==> config.mk <==
export PLATFORM = sky130hd
export DESIGN_NAME = pattern_wake_filter
export DESIGN_NICKNAME = d
export VERILOG_FILES = /design/src/rtl/pmf_pkg.sv /design/src/rtl/pmf_rst_sync.sv /design/src/rtl/pmf_crc_step.sv /design/src/rtl/pmf_unit.sv /design/src/rtl/pattern_wake_filter.sv
export SDC_FILE = /design/constraint.sdc
export NUM_CORES = 1
export LEC_CHECK = 0
export ABC_AREA = 1
export CAP_MARGIN = 20
export CORE_MARGIN = 1.5
export CORE_UTILIZATION = 40
export CTS_BUF_LIST = sky130_fd_sc_hd__clkbuf_16
export DETAILED_ROUTE_END_ITERATION = 8
export DONT_BUFFER_PORTS = 1
export GPL_ROUTABILITY_DRIVEN = 0
export HOLD_SLACK_MARGIN = 0.05
export PLACE_DENSITY = 0.51
export RECOVER_POWER = 25
export SLEW_MARGIN = 10
export SYNTH_ARGS = -nofsm -noshare
export SYNTH_HDL_FRONTEND = slang
export SYNTH_HIERARCHICAL = 1
export SYNTH_SLANG_ARGS = --single-unit
==> constraint.sdc <==
create_clock -name clk_i -period 17.07 [get_ports clk_i]
set_input_delay 3.414 -clock clk_i [delete_from_list [all_inputs] [get_ports clk_i]]
set_output_delay 3.414 -clock clk_i [all_outputs]
set_load 0.02 [all_outputs]
==> src/rtl/pmf_pkg.sv <==
package pmf_pkg;
  localparam int CRC_W  = 32;
  localparam int BYTE_W = 8;
  // CRC-32 polynomial 0x04C11DB7 in LSB-first form
  localparam logic [CRC_W-1:0] CRC_POLY_REFL = 32'hEDB88320;
  localparam logic [CRC_W-1:0] CRC_SEED      = '1;
endpackage

==> src/rtl/pmf_rst_sync.sv <==
module pmf_rst_sync #(
  parameter int STAGES = 2
) (
  input  logic clk_i,
  input  logic rst_ni,
  output logic rst_no
);
  logic [STAGES-1:0] sync_q;

  always_ff @(posedge clk_i or negedge rst_ni) begin
    if (!rst_ni) sync_q <= '0;
    else         sync_q <= {sync_q[STAGES-2:0], 1'b1};
  end

  assign rst_no = sync_q[STAGES-1];
endmodule

==> src/rtl/pmf_crc_step.sv <==
module pmf_crc_step
  import pmf_pkg::*;
(
  input  logic [CRC_W-1:0]  crc_i,
  input  logic [BYTE_W-1:0] data_i,
  output logic [CRC_W-1:0]  crc_o
);
  always_comb begin
    logic [CRC_W-1:0] c;
    c = crc_i;
    for (int b = 0; b < BYTE_W; b++) begin
      if (c[0] ^ data_i[b]) c = (c >> 1) ^ CRC_POLY_REFL;
      else                  c = c >> 1;
    end
    crc_o = c;
  end
endmodule

==> src/rtl/pmf_unit.sv <==
module pmf_unit
  import pmf_pkg::*;
#(
  parameter int WIN_BYTES = 64,
  parameter int SKIP_W    = 16
) (
  input  logic                 clk_i,
  input  logic                 rst_ni,
  input  logic                 rx_valid_i,
  input  logic                 rx_sof_i,
  input  logic                 rx_eof_i,
  input  logic [BYTE_W-1:0]    rx_byte_i,
  input  logic [WIN_BYTES-1:0] mask_i,
  input  logic [CRC_W-1:0]     golden_i,
  input  logic [SKIP_W-1:0]    skip_i,
  output logic                 match_o,
  output logic                 hit_o
);
  localparam int POS_W  = SKIP_W + 1;
  localparam int WIN_AW = $clog2(WIN_BYTES);
  localparam logic [POS_W-1:0]  WIN_LEN = POS_W'(WIN_BYTES);
  localparam logic [WIN_AW-1:0] LAST_K  = WIN_AW'(WIN_BYTES - 1);
  localparam logic [POS_W-1:0]  POS_MAX = '1;

  logic [POS_W-1:0]  pos_q, pos_d;
  logic              active_q, active_d;
  logic [CRC_W-1:0]  crc_q, crc_sel;
  logic              match_q, match_d, match_en;
  logic              hit_q, hit_d;

  logic              byte_go, in_win, take, last_byte, found;
  logic [POS_W-1:0]  idx, rel, skip_ext;
  logic [WIN_AW-1:0] win_k;
  logic [CRC_W-1:0]  crc_base, crc_step;

  pmf_crc_step i_step (
    .crc_i  (crc_base),
    .data_i (rx_byte_i),
    .crc_o  (crc_step)
  );

  // next-state logic
  always_comb begin
    byte_go   = rx_valid_i && (rx_sof_i || active_q);
    skip_ext  = {1'b0, skip_i};
    idx       = rx_sof_i ? '0 : pos_q;
    rel       = idx - skip_ext;
    in_win    = byte_go && (idx >= skip_ext) && (rel < WIN_LEN);
    win_k     = rel[WIN_AW-1:0];
    crc_base  = rx_sof_i ? CRC_SEED : crc_q;
    take      = in_win && mask_i[win_k];
    crc_sel   = take ? crc_step : crc_base;
    last_byte = in_win && (win_k == LAST_K);
    found     = last_byte && ((crc_sel ^ CRC_SEED) == golden_i);
    pos_d     = (idx == POS_MAX) ? idx : idx + 1'b1;
    active_d  = !rx_eof_i;
    match_en  = byte_go && (last_byte || rx_sof_i);
    match_d   = last_byte && found;
    hit_d     = found;
  end

  // registers
  always_ff @(posedge clk_i or negedge rst_ni) begin
    if (!rst_ni) begin
      pos_q    <= '0;
      active_q <= 1'b0;
      crc_q    <= CRC_SEED;
    end else if (byte_go) begin
      pos_q    <= pos_d;
      active_q <= active_d;
      crc_q    <= crc_sel;
    end
  end

  always_ff @(posedge clk_i or negedge rst_ni) begin
    if (!rst_ni)       match_q <= 1'b0;
    else if (match_en) match_q <= match_d;
  end

  always_ff @(posedge clk_i or negedge rst_ni) begin
    if (!rst_ni) hit_q <= 1'b0;
    else         hit_q <= hit_d;
  end

  assign match_o = match_q;
  assign hit_o   = hit_q;


  sof_clear_chk: assert property (@(posedge clk_i) disable iff (!rst_ni)
    (rx_valid_i && rx_sof_i) |=> !match_q);


  match_src_chk: assert property (@(posedge clk_i) disable iff (!rst_ni)
    $rose(match_q) |-> hit_q);


  hit_single_chk: assert property (@(posedge clk_i) disable iff (!rst_ni)
    hit_q |=> !hit_q);


  hit_needs_byte_chk: assert property (@(posedge clk_i) disable iff (!rst_ni)
    hit_q |-> $past(rx_valid_i));
endmodule

==> src/rtl/pattern_wake_filter.sv <==
module pattern_wake_filter
  import pmf_pkg::*;
#(
  parameter int NUM_UNITS  = 4,
  parameter int WIN_BYTES  = 64,
  parameter int SKIP_W     = 16,
  parameter int RST_STAGES = 2
) (
  input  logic                              clk_i,
  input  logic                              rst_ni,
  input  logic                              rx_valid_i,
  input  logic                              rx_sof_i,
  input  logic                              rx_eof_i,
  input  logic [BYTE_W-1:0]                 rx_byte_i,
  input  logic [NUM_UNITS*(WIN_BYTES/2)-1:0] cfg_mask_lo_i,
  input  logic [NUM_UNITS*(WIN_BYTES/2)-1:0] cfg_mask_hi_i,
  input  logic [NUM_UNITS*CRC_W-1:0]        cfg_golden_i,
  input  logic [NUM_UNITS*SKIP_W-1:0]       cfg_skip_i,
  output logic [NUM_UNITS-1:0]              match_o,
  output logic                              wake_o
);
  localparam int HALF = WIN_BYTES / 2;

  logic                 rst_s;
  logic [NUM_UNITS-1:0] hit;

  pmf_rst_sync #(.STAGES(RST_STAGES)) i_rst (
    .clk_i  (clk_i),
    .rst_ni (rst_ni),
    .rst_no (rst_s)
  );

  for (genvar u = 0; u < NUM_UNITS; u++) begin : g_unit
    pmf_unit #(.WIN_BYTES(WIN_BYTES), .SKIP_W(SKIP_W)) i_unit (
      .clk_i      (clk_i),
      .rst_ni     (rst_s),
      .rx_valid_i (rx_valid_i),
      .rx_sof_i   (rx_sof_i),
      .rx_eof_i   (rx_eof_i),
      .rx_byte_i  (rx_byte_i),
      .mask_i     ({cfg_mask_hi_i[u*HALF +: HALF], cfg_mask_lo_i[u*HALF +: HALF]}),
      .golden_i   (cfg_golden_i[u*CRC_W +: CRC_W]),
      .skip_i     (cfg_skip_i[u*SKIP_W +: SKIP_W]),
      .match_o    (match_o[u]),
      .hit_o      (hit[u])
    );
  end

  assign wake_o = |hit;


  wake_src_chk: assert property (@(posedge clk_i) disable iff (!rst_s)
    wake_o |-> (|match_o));
endmodule

* Word level (Yosys, flattened, before mapping)
Cells that the tools add are included.
** Storage, ports and cells
- Input port bits :: 461
- Output and inout port bits :: 5
- Logic and storage cells :: 219
- Register bits :: 210
** Cells by class
- Eq/ne operators :: 12
- Reductions and logical operators :: 42
- Multiplexer cells :: 56
- Order comparisons :: 12
- Bitwise gates (word level) :: 68
- Add/sub/neg operators :: 8
** Operators with widths (number)
- $mux W32 :: 40
- $not A13 Y14 :: 32
- $mux W17 :: 8
- $eq A32 B32 Y1 :: 4
- $not A32 Y32 :: 4
- $add A17 B1 Y17 const B :: 4
- $eq A17 B17 Y1 const B :: 4
- $ge A17 B16 Y1 :: 4
- $lt A17 B7 Y1 const B :: 4
- $sub A17 B16 Y17 :: 4
- $logic_and A1 B1 Y1 :: 32
- $xor A1 B1 Y1 :: 32
- $lt A6 B7 Y1 const B :: 4
- $bmux W1 S6 :: 4
- $eq A6 B6 Y1 const B :: 4
- $logic_or A1 B1 Y1 :: 8
- $mux W1 :: 4
- $reduce_or A4 Y1 :: 1
- $logic_not A1 Y1 :: 1

* Depth between registers and ports, before layout
Gate-level depths: netlist of the first run.
- Word-level depth :: 22
- Mapped depth :: 32
- Mapped depth without buffers :: 30

* By module
The synthesis of the first run kept the hierarchy.
** By module, submodules not included
- pmf_unit (g_unit[1].i_unit ...) :: sequential area each 1341.3 um^2, times used 3, area an instance 6079.6 um^2, cells an instance 1083
- pmf_unit (g_unit[0].i_unit) :: sequential area each 1341.3 um^2, times used 1, area an instance 5820.6 um^2, cells an instance 1017
- pmf_crc_step :: sequential area each 0.0 um^2, times used 4, area an instance 1233.7 um^2, cells an instance 195
- pmf_rst_sync :: sequential area each 50.0 um^2, times used 1, area an instance 53.8 um^2, cells an instance 3
- pattern_wake_filter :: sequential area each 0.0 um^2, times used 1, area an instance 11.3 um^2, cells an instance 3

* Worst setup path before layout of the first run
No wires, ideal clock.
- Path kind :: input port to flip-flop
- Start :: input port rx_sof_i
- End :: register g_unit[1].i_unit.match_q
- Slack :: 10420 ps
- Required time :: 17005 ps
- Setup time :: 65 ps
- Stages on the path :: 28
- Path buffers :: 4
- Arrival :: 6585 ps
- Path through :: clkbuf_1 > clkbuf_1 > nor2_1 > ha_1 > clkbuf_1 > nand2_1 > inv_1 > nand3_1 > nor3_1 > nand3_1 > nor2_1 > nor2_1 > nand2_1 > nand2_1 > nor2_1 > nand3_2 > nor2_4 > nand2_4 > buf_2 > nand3_1 > nand3_1 > nand2_1 > nand2_1 > nor2_1 > nand2_1 > nor2_1 > nand3_1 > nand2_1
** Between the ends
- Word-level cells in the longest chain between the ends :: 20
- Elaborated cells between the ends (all ways) :: 45
- Those cells by class :: 1 x add/sub; 2 x order compare; 2 x eq/ne; 13 x mux; 17 x bitwise; 10 x reduce/logical
** Ends and longest elaborated chain
- start, declared :: line pattern_wake_filter.sv:12 : input logic rx_sof_i,
- branches (longest 20 deep; another with $sub A17 B16 Y17)
- end signal, assigned :: line pmf_unit.sv:77 : else if (match_en) match_q <= match_d;
- end, declared :: line pmf_unit.sv:28 : logic match_q, match_d, match_en;
Several ways; the timed one is not identified. The select of a mux whose other input is x is not followed.
A chain may end at the register's enable or synchronous reset.

* Worst setup path after layout of the first run
- Start :: input port rx_sof_i
- End :: register g_unit[3].i_unit.match_q
** Between the ends
- Word-level cells in the longest chain between the ends :: 20
- Elaborated cells between the ends (all ways) :: 45
- Those cells by class :: 1 x add/sub; 2 x order compare; 2 x eq/ne; 13 x mux; 17 x bitwise; 10 x reduce/logical
** Ends and longest elaborated chain (line)
- branches (longest 20 deep; another with $sub A17 B16 Y17)
- end signal, assigned :: pmf_unit.sv:77
- end, declared :: pmf_unit.sv:28
Several ways; the timed one is not identified. The select of a mux whose other input is x is not followed.

==> reports/summary.txt, run 1 <==
Rows: 98
DR WL/cell: 18.2 µm
Post-CTS setup buffer count: 0
Gr ovfl total: 0
Ys Warns: 6
Max cap viols: 3
Place WS: 7790 ps
Util after Layout: 42.9%
Worst vdd ir: 0.0764 mV
Count leader, synth: nand2_1
Mapped Cells: 5052
Crit path time final: 8740 ps
# IOs: 466
Pre-antenna DRT Iters: 8
Setup TNS: 0 ps
Startpoint Class: primary input
Clk_skew: 35.2 ps
Synth-to-Final Area Change: 5.94%
Fin worst setup slack: 8330 ps
CTS Buf Count: 31
Synth area leaders: nand2_1 23%, dfstp_2 12%, nand3_1 10%
GRT Total Usage: 28.3%
CP Class: in -> reg
Chip Height: 273 µm
Max Root-Sink Buffers: 3
Synth Flop Type: dfstp_2
Headroom to the max-slew limit: -121%
Antenna-violating nets left: 0
FF-to-FF setup slack: 9790 ps
Port buffer count: 0
H-tree levels: 1
Number of synthesized flops with an enable pin: 0
Failing checks: capacitance limit, slew limit
Synth cell count leaders: 1751 x nand2_1, 751 x inv_1, 591 x nand3_1
First-pass GRT wire length: 166000 µm
CORE AREA: 71700 µm²
DIE AREA: 74300 µm²
Clock-pin slew on the worst setup and hold paths: 60 ps
TritonCTS clock tree: built
Initial antenna violation count: 3
CP Data Required Time: 17620 ps
Die X: 273 µm
Final cell count without fillers: 5942
Max Slew Vio Count: 153
DP HPWL: 85400 µm
DRC: 0
Layout cells sized above 1: 9.20%
Post-Place Cells: 5883
RSZ-0062 raised after global routing: false
Clk sinks: 210
Starting DRC count in detailed routing: 2521
Distinct cells, synth: 59
Fmax: 114 MHz
Setup crit end kind: flop
Post-synthesis sequential area ratio: 18.6%
Share of the synthesized area in the top cell type: 22.6%
Post-CTS Resized: 0
Worst-path fanout max: 105
Cts hold-fix bufs: 0
Final Hold Viols: 0
Critical Path AT: 9290 ps
Via count: 30993
Root buf cell: clkbuf_16
Final nets: 5491
Measured slew at the worst slew-check pin: 3320 ps
Via density: 5.22
Async SR Flop Fraction: 100%
Fillcell total: 8114
Worst-skew pair later-pin latency: 610 ps
Status: finished, violations left
Syn_area_per_cell: 5.75 µm²
Fin Hold WS: 356 ps
Net Count, Synth: 5577
Synth area leader: nand2_1
Vias in the first global route: 28990
Crit share post-route: 51.2%
Largest net degree at the start of global routing: 106
Initial Util: 40.5%
Synthesized area: 29100 µm²
Final setup fails: 0
Power Dens Cells: 82.6 nW/µm²
Worst Hold Class: reg -> reg
Yosys reg bits: 210
Leak: 16.6 nW
Total length of routed wires: 108000 µm
power breakdown:
| group | internal, mW | switching, mW | total, mW |
|---|---|---|---|
| Combinational | 0.380 | 0.837 | 1.22 |
| Clock | 0.432 | 0.268 | 0.700 |
| Sequential | 0.599 | 0.0284 | 0.627 |
| Total | 1.41 | 1.13 | 2.54 |
flip-flops by register name, summed over array words and instances (netlist names):
name,cells
g_unit.i_unit/crc_q,128
g_unit.i_unit/pos_q,68
g_unit.i_unit/active_q,4
g_unit.i_unit/hit_o,4
g_unit.i_unit/match_o,4
i_rst/sync_q,2
cells by family (layout without fill, tap and decap cells):
group,count (synthesis),count (layout),share of synthesized area [%]
XOR/XNOR,278,278,9.18
other,1,3,0.0129
adder cells (fa/ha/maj),64,64,2.86
AND/OR/NAND/NOR,3229,3229,50.3
AO/OA/AOI/OAI,341,341,6.44
flip-flops,210,210,18.6
buffers and inverters,929,867,12.6
worst paths after layout:
| check | cells after the start | from | to |
|---|---|---|---|
| worst min register to register | 0 | i_rst/sync_q[0] | i_rst/sync_q[1] |
| worst max register to register | 2 | i_rst/sync_q[1] | g_unit[0].i_unit/match_o |
| min in group asynchronous | 0 | i_rst/sync_q[1] | g_unit[2].i_unit/active_q |
| worst min-delay path | 0 | i_rst/sync_q[0] | i_rst/sync_q[1] |
| worst max-delay path | 25 | rx_sof_i | g_unit[3].i_unit/match_o |
| max in group asynchronous | 2 | i_rst/sync_q[1] | g_unit[0].i_unit/match_o |
through the flow:
step / cell area, µm² / power (mW)
detailed placement: 29700 / 1.84
global route: 30800 / 2.74
finish: 30800 / 2.54
global placement: 29700 / 1.84
floorplan: 29100 / 1.56
CTS: 30800 / 2.56
layout make-up:
class,instances,area [µm²],share of cell area [%]
Antenna cell,2,5.00,0.0163
Clock buffer,31,776,2.52
Clock inverter,26,298,0.967
Inverter,793,2980,9.69
Multi-Input combinational cell,3913,20000,65.0
Sequential cell,210,5420,17.6
Tap cell,950,1190,3.86
Timing Repair Buffer,17,120,0.390
cell usage in the layout, fill, tap and decap left out, drive strengths merged, types with 2 or more instances in the layout:
cell type  count
xnor2         57
inv          791
clkinv        20
clkbuf        33
a21o           5
or2           12
o31ai          3
dfrtp         82
a221oi         3
a22oi          2
bufinv         7
diode          2
a21boi         3
o21ai        195
and3           4
nand3b        82
fa             4
nand2       1907
ha            60
o211ai        11
o22ai         10
nor3          58
buf           15
o21a           2
dfstp        128
a31oi         22
a21oi         68
nand3        616
nand2b         4
o21bai        12
nand4        104
nor4          12
o311ai         3
nor3b          3
xor2         221
nor2         426
worst max-delay path, stage by stage:
cell and delay (ps):
inv_4 440, nand2_1 170, ha_1 970, clkinv_1 900
nand2_1 410, inv_1 120, nand2_1 80, o211ai_1 90
o21ai_0 180, nand2_1 80, nand3_1 80, nand3_1 60
nand2_1 320, inv_2 320, nand3_1 600, nand2_1 140
nand3b_1 170, nand2_1 70, inv_1 50, nand2_1 40
nor2_1 160, nand2_1 70, nor2_1 80, nand3_1 80
nand2_1 70
metal layers:
layer | vias to the layer above | track usage (%) | share of wire (%)
li1 | 15698 | - | -
met5 | - | 0 | 0.017
met3 | 155 | 4.05 | 6.1
met4 | 2 | 7.73 | 3.0
met2 | 838 | 46.8 | 45
met1 | 14300 | 38.3 | 45
(Power assumes the default switching activity.)
==> run 2, diff against run 1 <==
Settings changed: PLACE_DENSITY 0.51 to 0.53.
Clock period 17.07 ns to 7.15 ns, I/O delays scaled along.
==> run 2 against run 1 <==
- the flow still finishes with violations (capacitance limit, slew limit)
- worst hold slack worse by 8.1 ps
- sequential share of layout area about the same
- clock power up 120%
- combinational power increased by 140%
- total power up 130%
- non-clock buffer count grew 15
- register-to-register slack lost 7600 ps
- sequential power up 140%
- global-route usage is 0.18 points higher
- die area unchanged
- flip-flop and latch count unchanged
- count of clock-buffer cells in the layout did not move
- critical endpoint unchanged
- largest cell class unchanged
- largest power group unchanged
==> reports/summary.txt, run 2 (same netlist as run 1, synthesis figures left out) <==
WHS Path Cells: 0
Buf/Inv on CP: 5
Max Slew Vio Count: 191
CP Class: in -> reg
Worst vdd ir: 0.192 mV
First-pass GRT wire length: 167000 µm
FF-to-FF setup slack: 2140 ps
Failing checks: capacitance limit, slew limit
Crit path time final: 5640 ps
Largest net degree at the start of global routing: 137
Setup crit end kind: flop
Multi-input logic area: 20000 µm²
Measured slew at the worst slew-check pin: 3650 ps
Startpoint Class: primary input
Initial antenna violation count: 6
Storage cell area: 5420 µm²
Clk sinks: 210
Hold-critical path endpoint: i_rst/sync_q[1]
Root buf cell: clkbuf_16
Largest regs: g_unit.i_unit/crc_q (128), g_unit.i_unit/pos_q (68)
Max Root-Sink Buffers: 3
Largest stage delay, worst path: 740 ps
CP max stage cell: nor3_2
Die X: 273 µm
RSZ-0062 raised after global routing: false
Worst-skew pair later-pin latency: 620 ps
Pre-antenna DRT Iters: 6
HP Start: i_rst/sync_q[0]
Worst Setup SP: rx_sof_i
DR WL/cell: 18.2 µm
Final Hold Viols: 0
Synth-to-Final Area Change: 6.06%
Largest Register: g_unit.i_unit/crc_q
Gr ovfl total: 0
Cts hold-fix bufs: 0
GRT Total Usage: 28.5%
Via density: 5.23
Via count: 31152
DRC: 0
DP HPWL: 86000 µm
RR Endpoint: g_unit[0].i_unit/match_o
Vias in the first global route: 29415
Post-CTS Resized: 0
CORE AREA: 71700 µm²
Final nets: 5506
Worst Hold Class: reg -> reg
R2r worst-path depth: 28
Critical path's top delay family: simple AND/OR/NAND/NOR gates
Place WS: 1010 ps
CTS Buf Count: 31
Rows: 98
Power Dens Cells: 192 nW/µm²
Critical Path Stages: 26
R2r startpoint: g_unit[0].i_unit/pos_q[0]
Fillcell total: 7973
# IOs: 466
Setup TNS: 0 ps
Layout cells sized above 1: 9.29%
Antenna-violating nets left: 0
Critical Path AT: 6190 ps
Starting DRC count in detailed routing: 2196
Clock-pin slew on the worst setup and hold paths: 60 ps
Fmax: 177 MHz
TritonCTS clock tree: built
Post-Place Cells: 5898
Final setup fails: 0
Most frequent cells in the layout: 1751 x nand2_1, 760 x inv_1, 591 x nand3_1
Headroom to the max-slew limit: -143%
Port buffer count: 0
Crit share post-route: 78.8%
DIE AREA: 74300 µm²
Initial Util: 40.5%
CP Data Required Time: 7710 ps
Chip Height: 273 µm
Status: finished, violations left
Most common cell after layout, fill and taps aside: nand2_1
Fin worst setup slack: 1510 ps
Max reg flops: 128
Final cell count without fillers: 5961
Total length of routed wires: 108000 µm
Max cap viols: 2
Leak: 16.6 nW
H-tree levels: 1
Post-CTS setup buffer count: 0
Most used cell, CP: nand2_1
Clk_skew: 31.6 ps
Worst-path fanout max: 105
run 2: layer usage:
layer	GRT usage, %	up-vias	wire (µm)
li1	-	15701	-
met1	36.4	14251	46700
met2	48.6	1002	51000
met3	3.73	198	6360
met4	10.8	0	4260
met5	0	-	0
run 2: area by class of cell:
cell class,count,share of cell area (%)
antenna,5,0.0406
clock inverter,27,0.662
multi-input combinational,3913,64.9
timing repair buffer,32,0.759
clock buffer,31,2.52
sequential,210,17.6
inverter,793,9.68
tap,950,3.86
run 2: worst max path at each step:
stage | endpoint | slack [ps]
6_report | g_unit[3].i_unit/match_o | 1510
5_1_grt | g_unit[0].i_unit/match_o | 1200
3_5_place_dp | g_unit[3].i_unit/match_o | 1010
4_1_cts | g_unit[3].i_unit/match_o | 1670
3_3_place_gp | g_unit[0].i_unit/match_o | 1090
2_1_floorplan | g_unit[0].i_unit/active_q | 1090
run 2: worst reg2reg max path, delay by kind of cell (launching register included):
kind                     cells  cell delay, ps
AO/OA/AOI/OAI                2             340
adder cells (fa/ha/maj)      2             580
buffers and inverters        7            1640
flip-flops                   1             340
AND/OR/NAND/NOR             17            2070
run 2: stage by stage:
stage | power (mW) | util, % | instance area (µm²) | hold slack [ps]
floorplan | 3.72 | - | 29100 | 331
global placement | 4.36 | 41.6 | 29800 | 245
detailed placement | 4.37 | 41.6 | 29800 | 249
CTS | 5.96 | 43.0 | 30800 | 246
global route | 6.38 | 43.0 | 30800 | 359
finish | 5.92 | 43.0 | 30800 | 348
run 2: report_power, final:
part           switching (mW)  leakage, nW  total [mW]  internal, mW
clock                   0.649        0.510        1.54         0.888
combinational            1.97         13.7        2.89         0.917
sequential             0.0659         2.46        1.50          1.43
total                    2.69         16.6        5.92          3.24
